`src/rtl/fwd_pkg.sv`:
```
package fwd_pkg;

  typedef enum logic [2:0] {
    EX_SEL_RF     = 3'd0,
    EX_SEL_EXM_LO = 3'd1,
    EX_SEL_EXM_HI = 3'd2,
    EX_SEL_WB_LO  = 3'd3,
    EX_SEL_WB_HI  = 3'd4
  } ex_sel_e;

  typedef enum logic [1:0] {
    MEM_SEL_PATH  = 2'd0,
    MEM_SEL_WB_LO = 2'd1,
    MEM_SEL_WB_HI = 2'd2
  } mem_sel_e;

  localparam int unsigned EX_PORTS  = 4;
  localparam int unsigned MEM_PORTS = 2;

endpackage

```
`src/rtl/fwd_prio_pick.sv`:
```
module fwd_prio_pick #(
  parameter int unsigned IDX_W  = 3,
  parameter int unsigned NPORTS = 4,
  localparam int unsigned SEL_W = $clog2(NPORTS + 1)
) (
  input  logic [IDX_W-1:0]             op_idx,
  input  logic [NPORTS-1:0]            port_we,
  input  logic [NPORTS-1:0][IDX_W-1:0] port_idx,
  output logic [SEL_W-1:0]             sel
);

  logic [NPORTS-1:0] hit;

  for (genvar k = 0; k < NPORTS; k++) begin : g_hit
    assign hit[k] = port_we[k] && (port_idx[k] == op_idx);
  end

  // Port 0 is the highest priority: scan from the lowest priority upward.
  always_comb begin
    sel = '0;
    for (int k = NPORTS - 1; k >= 0; k--) begin
      if (hit[k]) sel = SEL_W'(k + 1);
    end
  end

endmodule

```
`src/rtl/fwd_val_mux.sv`:
```
module fwd_val_mux #(
  parameter int unsigned DATA_W = 16,
  parameter int unsigned NPORTS = 4,
  localparam int unsigned SEL_W = $clog2(NPORTS + 1)
) (
  input  logic [SEL_W-1:0]              sel,
  input  logic [DATA_W-1:0]             fallback,
  input  logic [NPORTS-1:0][DATA_W-1:0] port_data,
  output logic [DATA_W-1:0]             val
);

  always_comb begin
    val = fallback;
    for (int k = 0; k < NPORTS; k++) begin
      if (sel == SEL_W'(k + 1)) val = port_data[k];
    end
  end

endmodule

```
`src/rtl/fwd_dual_dest_unit.sv`:
```
module fwd_dual_dest_unit
  import fwd_pkg::*;
#(
  parameter int unsigned IDX_W  = 3,
  parameter int unsigned DATA_W = 16,
  localparam int unsigned EX_SEL_W  = $clog2(EX_PORTS + 1),
  localparam int unsigned MEM_SEL_W = $clog2(MEM_PORTS + 1)
) (
  input  logic [IDX_W-1:0]     ex_src_idx,
  input  logic [IDX_W-1:0]     ex_dst_idx,
  input  logic [DATA_W-1:0]    ex_src_rf,
  input  logic [DATA_W-1:0]    ex_dst_rf,
  input  logic                 exm_lo_we,
  input  logic [IDX_W-1:0]     exm_lo_idx,
  input  logic [DATA_W-1:0]    exm_lo_data,
  input  logic                 exm_hi_we,
  input  logic [IDX_W-1:0]     exm_hi_idx,
  input  logic [DATA_W-1:0]    exm_hi_data,
  input  logic                 wb_lo_we,
  input  logic [IDX_W-1:0]     wb_lo_idx,
  input  logic [DATA_W-1:0]    wb_lo_data,
  input  logic                 wb_hi_we,
  input  logic [IDX_W-1:0]     wb_hi_idx,
  input  logic [DATA_W-1:0]    wb_hi_data,
  input  logic [IDX_W-1:0]     mem_dst_idx,
  input  logic [IDX_W-1:0]     mem_src_idx,
  input  logic [DATA_W-1:0]    mem_store_in,
  input  logic [DATA_W-1:0]    mem_addr_in,
  output logic [EX_SEL_W-1:0]  ex_src_sel,
  output logic [DATA_W-1:0]    ex_src_val,
  output logic [EX_SEL_W-1:0]  ex_dst_sel,
  output logic [DATA_W-1:0]    ex_dst_val,
  output logic [MEM_SEL_W-1:0] mem_data_sel,
  output logic [DATA_W-1:0]    mem_data_val,
  output logic [MEM_SEL_W-1:0] mem_addr_sel,
  output logic [DATA_W-1:0]    mem_addr_val
);

  localparam int unsigned EX_OPS  = 2;  // 0: source, 1: destination
  localparam int unsigned MEM_OPS = 2;  // 0: store data, 1: address

  // Execute-stage port tables, ordered by priority.
  logic [EX_PORTS-1:0]             ex_we;
  logic [EX_PORTS-1:0][IDX_W-1:0]  ex_idx;
  logic [EX_PORTS-1:0][DATA_W-1:0] ex_data;
  assign ex_we   = {wb_hi_we,   wb_lo_we,   exm_hi_we,   exm_lo_we};
  assign ex_idx  = {wb_hi_idx,  wb_lo_idx,  exm_hi_idx,  exm_lo_idx};
  assign ex_data = {wb_hi_data, wb_lo_data, exm_hi_data, exm_lo_data};

  // Memory-stage port tables: MEM/WB only, low first.
  logic [MEM_PORTS-1:0]             wb_we;
  logic [MEM_PORTS-1:0][IDX_W-1:0]  wb_idx;
  logic [MEM_PORTS-1:0][DATA_W-1:0] wb_data;
  assign wb_we   = {wb_hi_we,   wb_lo_we};
  assign wb_idx  = {wb_hi_idx,  wb_lo_idx};
  assign wb_data = {wb_hi_data, wb_lo_data};

  logic [EX_OPS-1:0][IDX_W-1:0]     ex_op_idx;
  logic [EX_OPS-1:0][DATA_W-1:0]    ex_op_rf;
  logic [EX_OPS-1:0][EX_SEL_W-1:0]  ex_op_sel;
  logic [EX_OPS-1:0][DATA_W-1:0]    ex_op_val;
  assign ex_op_idx = {ex_dst_idx, ex_src_idx};
  assign ex_op_rf  = {ex_dst_rf,  ex_src_rf};

  logic [MEM_OPS-1:0][IDX_W-1:0]     mem_op_idx;
  logic [MEM_OPS-1:0][DATA_W-1:0]    mem_op_path;
  logic [MEM_OPS-1:0][MEM_SEL_W-1:0] mem_op_sel;
  logic [MEM_OPS-1:0][DATA_W-1:0]    mem_op_val;
  assign mem_op_idx  = {mem_src_idx, mem_dst_idx};
  assign mem_op_path = {mem_addr_in, mem_store_in};

  for (genvar o = 0; o < EX_OPS; o++) begin : g_ex_op
    fwd_prio_pick #(.IDX_W(IDX_W), .NPORTS(EX_PORTS)) u_pick (
      .op_idx   (ex_op_idx[o]),
      .port_we  (ex_we),
      .port_idx (ex_idx),
      .sel      (ex_op_sel[o])
    );
    fwd_val_mux #(.DATA_W(DATA_W), .NPORTS(EX_PORTS)) u_mux (
      .sel       (ex_op_sel[o]),
      .fallback  (ex_op_rf[o]),
      .port_data (ex_data),
      .val       (ex_op_val[o])
    );
  end

  for (genvar o = 0; o < MEM_OPS; o++) begin : g_mem_op
    fwd_prio_pick #(.IDX_W(IDX_W), .NPORTS(MEM_PORTS)) u_pick (
      .op_idx   (mem_op_idx[o]),
      .port_we  (wb_we),
      .port_idx (wb_idx),
      .sel      (mem_op_sel[o])
    );
    fwd_val_mux #(.DATA_W(DATA_W), .NPORTS(MEM_PORTS)) u_mux (
      .sel       (mem_op_sel[o]),
      .fallback  (mem_op_path[o]),
      .port_data (wb_data),
      .val       (mem_op_val[o])
    );
  end

  assign ex_src_sel   = ex_op_sel[0];
  assign ex_src_val   = ex_op_val[0];
  assign ex_dst_sel   = ex_op_sel[1];
  assign ex_dst_val   = ex_op_val[1];
  assign mem_data_sel = mem_op_sel[0];
  assign mem_data_val = mem_op_val[0];
  assign mem_addr_sel = mem_op_sel[1];
  assign mem_addr_val = mem_op_val[1];

  // Cross-checks between the picker outputs, the mux outputs and the ports.
  always_comb begin
    if (ex_src_sel == EX_SEL_EXM_LO) begin
      assert_exm_lo_pick_R1: assert (exm_lo_we && exm_lo_idx == ex_src_idx
                                     && ex_src_val == exm_lo_data)
        else $error("EX/MEM low pick inconsistent");
    end
    if (ex_src_sel == EX_SEL_EXM_HI) begin
      assert_exm_hi_pick_R2: assert (exm_hi_we && exm_hi_idx == ex_src_idx
                                     && !(exm_lo_we && exm_lo_idx == ex_src_idx)
                                     && ex_src_val == exm_hi_data)
        else $error("EX/MEM high pick inconsistent");
    end
    if (ex_src_sel == EX_SEL_WB_LO) begin
      assert_wb_lo_pick_R3: assert (wb_lo_we && wb_lo_idx == ex_src_idx
                                    && !(exm_hi_we && exm_hi_idx == ex_src_idx)
                                    && ex_src_val == wb_lo_data)
        else $error("MEM/WB low pick inconsistent");
    end
    if (ex_dst_sel == EX_SEL_WB_HI) begin
      assert_wb_hi_pick_R4: assert (wb_hi_we && wb_hi_idx == ex_dst_idx
                                    && !(wb_lo_we && wb_lo_idx == ex_dst_idx)
                                    && ex_dst_val == wb_hi_data)
        else $error("MEM/WB high pick inconsistent");
    end
    if (!exm_lo_we && !exm_hi_we && !wb_lo_we && !wb_hi_we) begin
      assert_idle_passthru_R6: assert (ex_src_sel == EX_SEL_RF && ex_dst_sel == EX_SEL_RF
                                       && ex_src_val == ex_src_rf && ex_dst_val == ex_dst_rf)
        else $error("forward without any write enable");
    end
    if (mem_data_sel == MEM_SEL_WB_HI) begin
      assert_store_hi_pick_R8: assert (!(wb_lo_we && wb_lo_idx == mem_dst_idx)
                                       && mem_data_val == wb_hi_data)
        else $error("store data high pick inconsistent");
    end
    if (mem_addr_sel == MEM_SEL_PATH) begin
      assert_addr_path_R9: assert (mem_addr_val == mem_addr_in)
        else $error("address fallback inconsistent");
    end
  end

endmodule

```
`config.mk`:
```
export PLATFORM = sky130hd
export DESIGN_NAME = fwd_dual_dest_unit
export DESIGN_NICKNAME = d
export VERILOG_FILES = /design/src/rtl/fwd_pkg.sv /design/src/rtl/fwd_prio_pick.sv /design/src/rtl/fwd_val_mux.sv /design/src/rtl/fwd_dual_dest_unit.sv
export SDC_FILE = /design/constraint.sdc
export NUM_CORES = 1
export LEC_CHECK = 0
export ABC_CLOCK_PERIOD_IN_PS = 5050
export BUFFER_PORTS_ARGS = -buffer_cell sky130_fd_sc_hd__buf_2
export CORE_AREA = 2 2 88 90
export DETAILED_ROUTE_END_ITERATION = 7
export DIE_AREA = 0 0 90 92
export PLACE_DENSITY = 0.73
export SKIP_LAST_GASP = 1
export SLEW_MARGIN = 20
export SYNTH_ARGS = -nofsm -noshare
export SYNTH_HDL_FRONTEND = slang
export SYNTH_SLANG_ARGS = --single-unit
export TNS_END_PERCENT = 30
```
`constraint.sdc`:
```
create_clock -name vclk -period 5.05
set_input_delay 1.2625 -clock vclk [all_inputs]
set_output_delay 1.2625 -clock vclk [all_outputs]
set_load 0.03 [all_outputs]
```
### Word-level counts from Yosys, hierarchy flattened

Index checks and enable logic that the tools add are counted.

* register bits: 0
* bits of input ports: 156
* output and inout port bits: 74

* mux-type cells: 24
* reductions and logical operators: 12
* equal/unequal tests: 24

Operator list (count)
* $mux 16: 12
* $eq 3x3->1: 12
* $mux 3: 8
* $eq 3x2->1 const B: 4
* $logic_and 1x1->1: 12
* $mux 2: 4
* $eq 3x1->1 const B: 2
* $eq 3x3->1 const B: 2
* $eq 2x1->1 const B: 2
* $eq 2x2->1 const B: 2

### Depth between registers and ports, before layout

Gate-level depths: netlist (run 1).

* depth after elaboration: 11
* gate-level depth with buffers: 9
* depth with buffers taken out: 5

### Modules after synthesis

A second synthesis (run 1) with hierarchy kept.

* cells, all modules: 432
* area total of the unflattened synthesis: 3370.7 sq um

By module, submodules not included
* fwd_val_mux at g_ex_op[0].u_mux ...: cells each 130, times used 2, sequential area each 0.0 sq um, area each 843.3 sq um
* fwd_val_mux at g_mem_op[0].u_mux ...: cells each 54, times used 2, sequential area each 0.0 sq um, area each 566.8 sq um
* fwd_prio_pick at g_ex_op[0].u_pick ...: cells each 23, times used 2, sequential area each 0.0 sq um, area each 198.9 sq um
* fwd_prio_pick at g_mem_op[0].u_pick ...: cells each 9, times used 2, sequential area each 0.0 sq um, area each 76.3 sq um

### Least setup slack after synthesis (run 1)

No wires, ideal clock.

* path kind: input-to-output
* start point: input wb_lo_idx[1]
* end point: output ex_dst_val[10]
* slack: 0.573 ns
* cell stages on the path: 7
* arrival time: 3.214 ns
* data required time: 3.788 ns
* cell sequence: clkbuf_2 -> xnor2_1 -> and4_1 -> a21bo_1 -> buf_2 -> nor2_1 -> o31ai_1

* cells in the longest elaborated chain, start to end: 10
* elaborated cells on any way between the ends: 13
* classes of those cells: eq/ne: 5; mux: 7; reduce/logical: 1

RTL lines
* start, declared: line fwd_dual_dest_unit.sv:20 `input logic [IDX_W-1:0] wb_lo_idx,`
* $eq 3x3->1 *: line fwd_prio_pick.sv:15 `assign hit[k] = port_we[k] && (port_idx[k] == op_idx);`
* $logic_and 1x1->1 *: line fwd_prio_pick.sv:15
* $mux 3 * (3 in a row): line fwd_prio_pick.sv:22 `if (hit[k]) sel = SEL_W'(k + 1);`
* named net ex_dst_sel[0]: line fwd_dual_dest_unit.sv:31 `output logic [EX_SEL_W-1:0] ex_dst_sel,`
* $eq 3x1->1: line fwd_val_mux.sv:15 `if (sel == SEL_W'(k + 1)) val = port_data[k];`
* $mux 16 (3 in a row): line fwd_val_mux.sv:15
* $mux 16 *: line fwd_val_mux.sv:15
* end, declared: line fwd_dual_dest_unit.sv:32 `output logic [DATA_W-1:0] ex_dst_val,`

The timed path passes the listed nets; every way through them passes the cells marked *.

### Worst setup path in the final report (run 1)

* start point: input ex_dst_idx[0]
* end point: output ex_dst_val[2]

* cells in the longest elaborated chain, start to end: 11
* elaborated cells on any way between the ends: 20
* classes of those cells: eq/ne: 8; mux: 8; reduce/logical: 4

RTL lines
* start, declared: line fwd_dual_dest_unit.sv:10 `input logic [IDX_W-1:0] ex_dst_idx,`
* $eq 3x3->1: line fwd_prio_pick.sv:15
* $logic_and 1x1->1: line fwd_prio_pick.sv:15
* $mux 3 (3 in a row): line fwd_prio_pick.sv:22
* $mux 3 *: line fwd_prio_pick.sv:22
* $eq 3x1->1: line fwd_val_mux.sv:15
* $mux 16 (3 in a row): line fwd_val_mux.sv:15
* $mux 16 *: line fwd_val_mux.sv:15

Every way passes the cells marked *; elsewhere a longest branch is shown, timed or not.

==> results of run 1 <==
per-stage QoR:
| stage | worst slack (ns) | cells | instance area [sq um] | power (mW) | hold WS, ns |
|---|---|---|---|---|---|
| 2_1_floorplan | 0.573 | 357 | 2390 | 0.325 | 2.76 |
| 3_3_place_gp | 0.526 | 663 | 3560 | 0.510 | 2.92 |
| 3_5_place_dp | 0.440 | 663 | 3560 | 0.515 | 2.92 |
| 4_1_cts | 0.423 | 663 | 3560 | 0.516 | 2.92 |
| 5_1_grt | 0.299 | 663 | 3560 | 0.548 | 2.95 |
| 6_report | 0.412 | 663 | 3560 | 0.516 | 2.92 |
cell families (layout without fill, tap and decap cells):
logic type | Yosys count | count (layout)
and+or+nand+nor | 114 | 114
AOI/OAI and AO/OA | 104 | 104
muxes | 62 | 62
buffers and inverters | 41 | 245
xor gates and xnor gates | 36 | 36
worst paths after layout:
kind	endpoint	from	depth (start not counted)
max	ex_dst_val[2]	ex_dst_idx[0]	7
min	mem_data_val[12]	wb_hi_data[12]	4
Yosys cell counts, types with 2 or more instances:
cell type / n
o31ai_1: 30
nor2_1: 32
o21ai_0: 29
buf_4: 2
xor2_1: 4
mux2_2: 30
inv_1: 3
clkbuf_1: 4
a21bo_1: 2
nand3_2: 2
and4_1: 6
nor3_1: 2
o21a_1: 2
o22ai_1: 32
a22o_1: 2
xnor2_1: 32
o21ai_1: 5
buf_2: 25
nand4_1: 7
mux2i_1: 32
nand2_1: 62
o21ba_1: 2
clkbuf_2: 5
nor4b_4: 2
worst max-delay path: stages:
cell     delay, ns
buf_2         0.14
xnor2_1       0.18
nand4_1       0.41
a21bo_1       0.70
nor2_1        0.10
o31ai_1       0.30
buf_2         0.26
routing by layer:
metal,global-route usage,vias to the layer above
met4,0.0654,0
met1,0.295,1605
met5,0,-
li1,-,1722
met3,0.0485,23
met2,0.528,227
report_power, final:
group	leakage, nW	internal [mW]	total, mW	switching (mW)
sequential	0	0	0	0
combinational	1.87	0.184	0.516	0.332
clock	0	0	0	0
area by class of cell:
type / count / area, sq um / share of cell area
well taps: 102 / 128 / 0.0358
inverters: 3 / 11.3 / 0.00316
multi-input cells: 316 / 2180 / 0.612
repair buffers: 242 / 1240 / 0.349
==> run metrics, run 1 <==
post_cts resized=0; Initial Util=0.321; DR WL met3=1.09 mm; PortBufs=230; drt first pass iters=5; Worst Hold Class=input pin to output pin; FFs & Latches=0; unrepaired setup endpoints after global routing=no; top cells by area, synth=mux2_2, mux2i_1, xnor2_1; Post-CTS Setup Bufs=0; Congestion Overflow GR=0; crit-path max FO=16; Core ar.=7450 sq um; Max Fclk=0.216 GHz; layout cell share with drive strength beyond 1=0.494; fin crit share=0.918; final setup vio count=0; initial antenna violation count=0; Post-Synthesis Cell Area=2390 sq um; pin count of the biggest net entering global routing=34; Yosys warnings=0; largest family of logic cells by synthesized area=compound AO/OA/AOI/OAI gates; vias in the first global route=3,465; post-layout minimum cycle time=4.64 ns; max_slew headroom=0.617; Leakage=1.87 nW; Synth Area in Compound Gates=0.280; Synth-to-Final Area Change=49.2%; sequential area share after synthesis=0; Syn Nets=513; Critical Path AT=3.38 ns; Req. time, crit path=3.79 ns; global-route wire length before repair=18.1 mm; Simple-Gate Fraction of Synth Area=0.226; wire per inst=18.0 microns; mux share of post-synthesis cell area=0.276; Synth area leader=mux2_2; Cell variety after synth=27; Max VDD drop=0.0676 mV; Post-DP HPWL=10.1 mm; commonest non-fill, non-tap cells in the layout=buf_2, nand2_1; Global Route Usage Sum=0.268; top layer in use=met4; Avg Inst Size Synth=6.69 sq um; Die X=90 microns; Slew Limit Fails=0; Die H=92 microns; CTS Hold Bufs=0; vias per cell=5.40; share of the synthesized area in the top cell type=0.142; diode count=0; post-synthesis xor/xnor area fraction=0.132; Routed Antenna Nets=0; setup_tns=0 ns; CLK BUF=0; die area=8280 sq um; metal2 WL=6.20 mm; drt drc=0; FP Rows=32; I/O pin cnt=230; most common library cell in the layout ignoring fill and taps=buf_2; max cap viols=0; Total Routed Length=11.9 mm; outcome=complete, no violations; Power Dens Cells=145 nW/um^2; # fillers=778; Crit. End Element=output pin; Nets=719; DRT iter0 DRCs=163; wl on met1=4.34 mm; startpoint types=input pin; post-synthesis adder-cell area fraction=0; via count=3,577; gpl congestion=0.961; Worst Tran Pin Value=0.574 ns; Post-Syn Instances=357; Reg area=0 sq um; Util after Layout=0.478; Hold Fails Final Rpt=0; Worst Setup Path Type=input pin to output pin
Note: power is estimated with default switching activity, not from simulation.
==> run 2, diff against run 1 <==
--- a/config.mk
+++ b/config.mk
@@ -7,13 +7,14 @@
 export LEC_CHECK = 0
 export ABC_CLOCK_PERIOD_IN_PS = 5050
 export BUFFER_PORTS_ARGS = -buffer_cell sky130_fd_sc_hd__buf_2
-export CORE_AREA = 2 2 88 90
+export CORE_AREA = 2 2 89 91
 export DETAILED_ROUTE_END_ITERATION = 7
-export DIE_AREA = 0 0 90 92
-export PLACE_DENSITY = 0.73
+export DIE_AREA = 0 0 91 93
+export PLACE_DENSITY = 0.86
 export SKIP_LAST_GASP = 1
-export SLEW_MARGIN = 20
+export SLEW_MARGIN = 10
 export SYNTH_ARGS = -nofsm -noshare
 export SYNTH_HDL_FRONTEND = slang
+export SYNTH_HIERARCHICAL = 1
 export SYNTH_SLANG_ARGS = --single-unit
 export TNS_END_PERCENT = 30
==> run 2 against run 1 <==
Synthesized cell count grew 21%. Critical endpoint is now ex_dst_val[14]. Worst setup slack lost 0.14 ns. First-iteration DRC count grew 69%. Hold slack gained 0.045 ns. Critical path depth grew 2. Combinational power grew 38%. Largest power group unchanged. Die area grew 2.2%. Cell area grew 25%.
==> run metrics, run 2 <==
number of placed instances, taps included=735; Slew Limit Fails=0; top cells by area, synth=mux2i_1, a32o_1, xnor2_1; share of the synthesized area in the top cell type=0.380; commonest non-fill, non-tap cells in the layout=buf_2, mux2i_1, o21ai_0, xnor2_1; Fin Hold WS=2.97 ns; drt first pass iters=6; hold wc startpoint=wb_hi_data[15]; CLK BUF=0; vias in the first global route=4,295; pin count of the biggest net entering global routing=51; Core ar.=7530 sq um; Hold Fails Final Rpt=0; crit-path max FO=50; max_slew headroom=0.229; Nets=791; top-count cell post-synth=mux2i_1; Post-DP HPWL=11.4 mm; drt drc=0; Worst Setup Path Type=input pin to output pin; startpoint types=input pin; Power Dens Cells=160 nW/um^2; post_cts resized=0; Util after Layout=0.592; unrepaired setup endpoints after global routing=no; Critical Path AT=3.51 ns; setup_tns=0 ns; Congestion Overflow GR=0; via count=4,416; Max VDD drop=0.0884 mV; Worst Tran Pin Value=1.16 ns; gpl congestion=0.953; max cap viols=0; Die X=91 microns; Post-CTS Setup Bufs=0; I/O pin cnt=230; die area=8460 sq um; most common library cell in the layout ignoring fill and taps=buf_2; Synth area leader=mux2i_1; Syn Nets=588; outcome=complete, no violations; top cells by count, synth=mux2i_1, o21ai_0, xnor2_1; Yosys warnings=6; Cell variety after synth=25; vias per cell=6.01; Post-Syn Instances=432; Worst Hold Class=input pin to output pin; diode count=0; layout cell share with drive strength beyond 1=0.420; WHS Path Cells=3; Die H=93 microns; Avg Inst Size Synth=7.80 sq um; initial antenna violation count=0; Routed Antenna Nets=0; fin crit share=0.946; global-route wire length before repair=21.4 mm; FFs & Latches=0; Initial Util=0.448; Post-Synthesis Cell Area=3370 sq um; CTS Hold Bufs=0; Crit. End Element=output pin; Max Fclk=0.209 GHz; Endpoint, Worst Hold=ex_dst_val[15]; DRT iter0 DRCs=276; Reg area=0 sq um; Total Routed Length=14.0 mm; PortBufs=230; sequential area share after synthesis=0; wire per inst=19.1 microns; final setup vio count=0; post-layout total power=711 uW; Global Route Usage Sum=0.308; final std cells w/o fill=735; Req. time, crit path=3.79 ns; post-layout minimum cycle time=4.78 ns; Leakage=1.71 nW; FP Rows=32; Synth-to-Final Area Change=32.2%
[run 2: cell types whose count changed in the layout (fill, tap and decap cells not counted), moves of 31 or more]
cell / delta
a32o_1: +32
or3_1: +32
o21ai_0: +31
mux2i_1: +96
o22ai_1: -32
nor2_1: -32
[run 2: critical path, cell delays in order]
cell and delay, ns:
buf_2 0.15, xnor2_1 0.19, nand4_1 0.20, a21oi_4 0.20
buf_4 0.44, nor3_1 0.11, o21ai_0 0.48, a32o_1 0.26
buf_2 0.20
[run 2: routing by layer]
metal  global-route usage  part of all wire  wire length (microns)
met5                    0                 0                      0
met4               0.0808             0.027                    382
met3               0.0443             0.085                   1190
met2                0.530              0.47                   6590
met1                0.403              0.42                   5880
[run 2: final cells by class]
class	count	area (sq um)
fill	735	3070
multi-input combinational	384	3020
tap	102	128
timing repair buffer	249	1310
[run 2: cell families (layout without fill, tap and decap cells)]
group                     count (synthesis)  after routing  share of synthesized area
and+or+nand+nor                         120            120                      0.212
xor gates and xnor gates                 36             36                     0.0935
AOI/OAI and AO/OA                       100            100                      0.197
muxes                                   128            128                      0.380
buffers and inverters                    48            249                      0.117
[run 2: power breakdown]
group	switching, mW	total (mW)	leakage (nW)	internal (mW)
clock network	0	0	0	0
logic	0.443	0.711	1.71	0.268
registers	0	0	0	0
total	0.443	0.711	1.71	0.268
[run 2: through the flow]
stage / setup WS (ns) / area (sq um)
after detailed placement: 0.273 / 4450
final: 0.274 / 4460
after global placement: 0.290 / 4450
after CTS: 0.272 / 4450
after global routing: 0.0771 / 4460
after floorplan: 0.0904 / 3370
[run 2: how the worst max path moves through the flow]
stage	start	to	slack [ns]	cells past startpoint
2_1_floorplan	ex_dst_idx[0]	ex_dst_val[10]	0.09	7
3_3_place_gp	ex_dst_idx[0]	ex_dst_val[14]	0.29	8
3_5_place_dp	ex_dst_idx[0]	ex_dst_val[3]	0.27	8
4_1_cts	ex_dst_idx[2]	ex_dst_val[3]	0.27	8
5_1_grt	ex_dst_idx[2]	ex_dst_val[14]	0.08	9
6_report	ex_dst_idx[2]	ex_dst_val[14]	0.27	9
==> run 3, diff against run 2 <==
--- a/config.mk
+++ b/config.mk
@@ -5,12 +5,13 @@
 export SDC_FILE = /design/constraint.sdc
 export NUM_CORES = 1
 export LEC_CHECK = 0
-export ABC_CLOCK_PERIOD_IN_PS = 5050
+export ABC_CLOCK_PERIOD_IN_PS = 5400
 export BUFFER_PORTS_ARGS = -buffer_cell sky130_fd_sc_hd__buf_2
-export CORE_AREA = 2 2 89 91
+export CELL_PAD_IN_SITES_DETAIL_PLACEMENT = 0
+export CELL_PAD_IN_SITES_GLOBAL_PLACEMENT = 1
+export CORE_UTILIZATION = 30
 export DETAILED_ROUTE_END_ITERATION = 7
-export DIE_AREA = 0 0 91 93
-export PLACE_DENSITY = 0.86
+export PLACE_DENSITY_LB_ADDON = 0.1
 export SKIP_LAST_GASP = 1
 export SLEW_MARGIN = 10
 export SYNTH_ARGS = -nofsm -noshare
==> constraint.sdc (replaced) <==
create_clock -name vclk -period 5.4
set_input_delay 1.35 -clock vclk [all_inputs]
set_output_delay 1.35 -clock vclk [all_outputs]
set_load 0.03 [all_outputs]
==> run 3 against run 2 <==
Largest power group unchanged. Non-clock buffer count is the same. Final cell count increased by 5.2%. Cell area rose by 1.0%. Clock-buffer cell count is the same. Flip-flop and latch count unchanged. Critical path depth did not move. Die area up 38%. Critical path type unchanged. First-iteration DRC count decreased by 6.5%. Largest cell class unchanged.
==> run metrics, run 3 (synthesis results as in run 2) <==
fin crit share=0.904; vias per cell=5.45; CTS Hold Bufs=0; vias in the first global route=3,867; Die X=108 microns; CP peak stage delay=0.56 ns; Post-CTS Setup Bufs=0; max cap viols=0; Reg area=0 sq um; final std cells w/o fill=773; Routed Antenna Nets=0; outcome=complete, no violations; drt drc=0; number of placed instances, taps included=773; DRT iter0 DRCs=258; post-layout total power=666 uW; Critical Path AT=3.53 ns; Worst Setup Path Type=input pin to output pin; commonest non-fill, non-tap cells in the layout=buf_2, mux2i_1, o21ai_0, xnor2_1; Power Dens Cells=148 nW/um^2; Hold Fails Final Rpt=0; Die H=108 microns; Max Fclk=0.205 GHz; global-route wire length before repair=20.8 mm; Critical-path top delay cell=a21oi_4; Congestion Overflow GR=0; pin count of the biggest net entering global routing=36; Worst Tran Pin Value=0.668 ns; Post-DP HPWL=11.7 mm; I/O pin cnt=230; Initial Util=0.310; CLK BUF=0; Req. time, crit path=4.05 ns; initial antenna violation count=0; FFs & Latches=0; PortBufs=230; Leakage=1.71 nW; diode count=0; crit-path max FO=26; via count=4,213; Util after Layout=0.413; Nets=791; drt first pass iters=5; Synth-to-Final Area Change=33.6%; Core ar.=10,900 sq um; Worst Hold Class=input pin to output pin; CP bufs+invs=4; Slew Limit Fails=0; post-layout minimum cycle time=4.88 ns; post_cts resized=0; setup_tns=0 ns; worst-path cell chain=buf_2 -> xnor2_1 -> nand4_1 -> a21oi_4 -> buf_4 -> nor3b_4 -> buf_4 -> a32o_1 -> buf_2; Crit. End Element=output pin; Max VDD drop=0.0789 mV; final setup vio count=0; unrepaired setup endpoints after global routing=no; wire per inst=18.6 microns; critical path's top delay family=buffers and inverters; die area=11,700 sq um; Total Routed Length=14.4 mm; FP Rows=38; max_slew headroom=0.554; Fin Hold WS=3.14 ns; layout cell share with drive strength beyond 1=0.419; startpoint types=input pin; gpl congestion=0.890; Global Route Usage Sum=0.226; most common library cell in the layout ignoring fill and taps=buf_2
[run 3: path summary, 6_finish.rpt]
check / startpoint / to / slack, ns / depth (start not counted)
hold / removal: wb_hi_data[2] / ex_src_val[2] / 3.14 / 3
setup / recovery: ex_dst_idx[0] / ex_dst_val[2] / 0.52 / 9
[run 3: routing by layer]
metal | GRT usage | up-vias | routed length, microns
met5 | 0 | - | 0
met4 | 0.0147 | 0 | 96
met3 | 0.0181 | 6 | 872
met2 | 0.388 | 167 | 6730
met1 | 0.319 | 1988 | 6670
li1 | - | 2052 | -
[run 3: report_power, final]
group / switching (mW) / internal, mW
Combinational: 0.415 / 0.251
Sequential: 0 / 0
Clock: 0 / 0
Total: 0.415 / 0.251
[run 3: area by class of cell]
cell class | instances | area, sq um
fillers | 1186 | 6390
multi-input cells | 384 | 3020
well taps | 140 | 175
repair buffers | 249 | 1310
[run 3: metrics by stage]
stage          setup slack [ns]  instance area, sq um
6_report                  0.519                  4500
3_3_place_gp              0.588                  4500
3_5_place_dp              0.535                  4500
5_1_grt                   0.391                  4500
2_1_floorplan             0.265                  3370
4_1_cts                   0.520                  4500
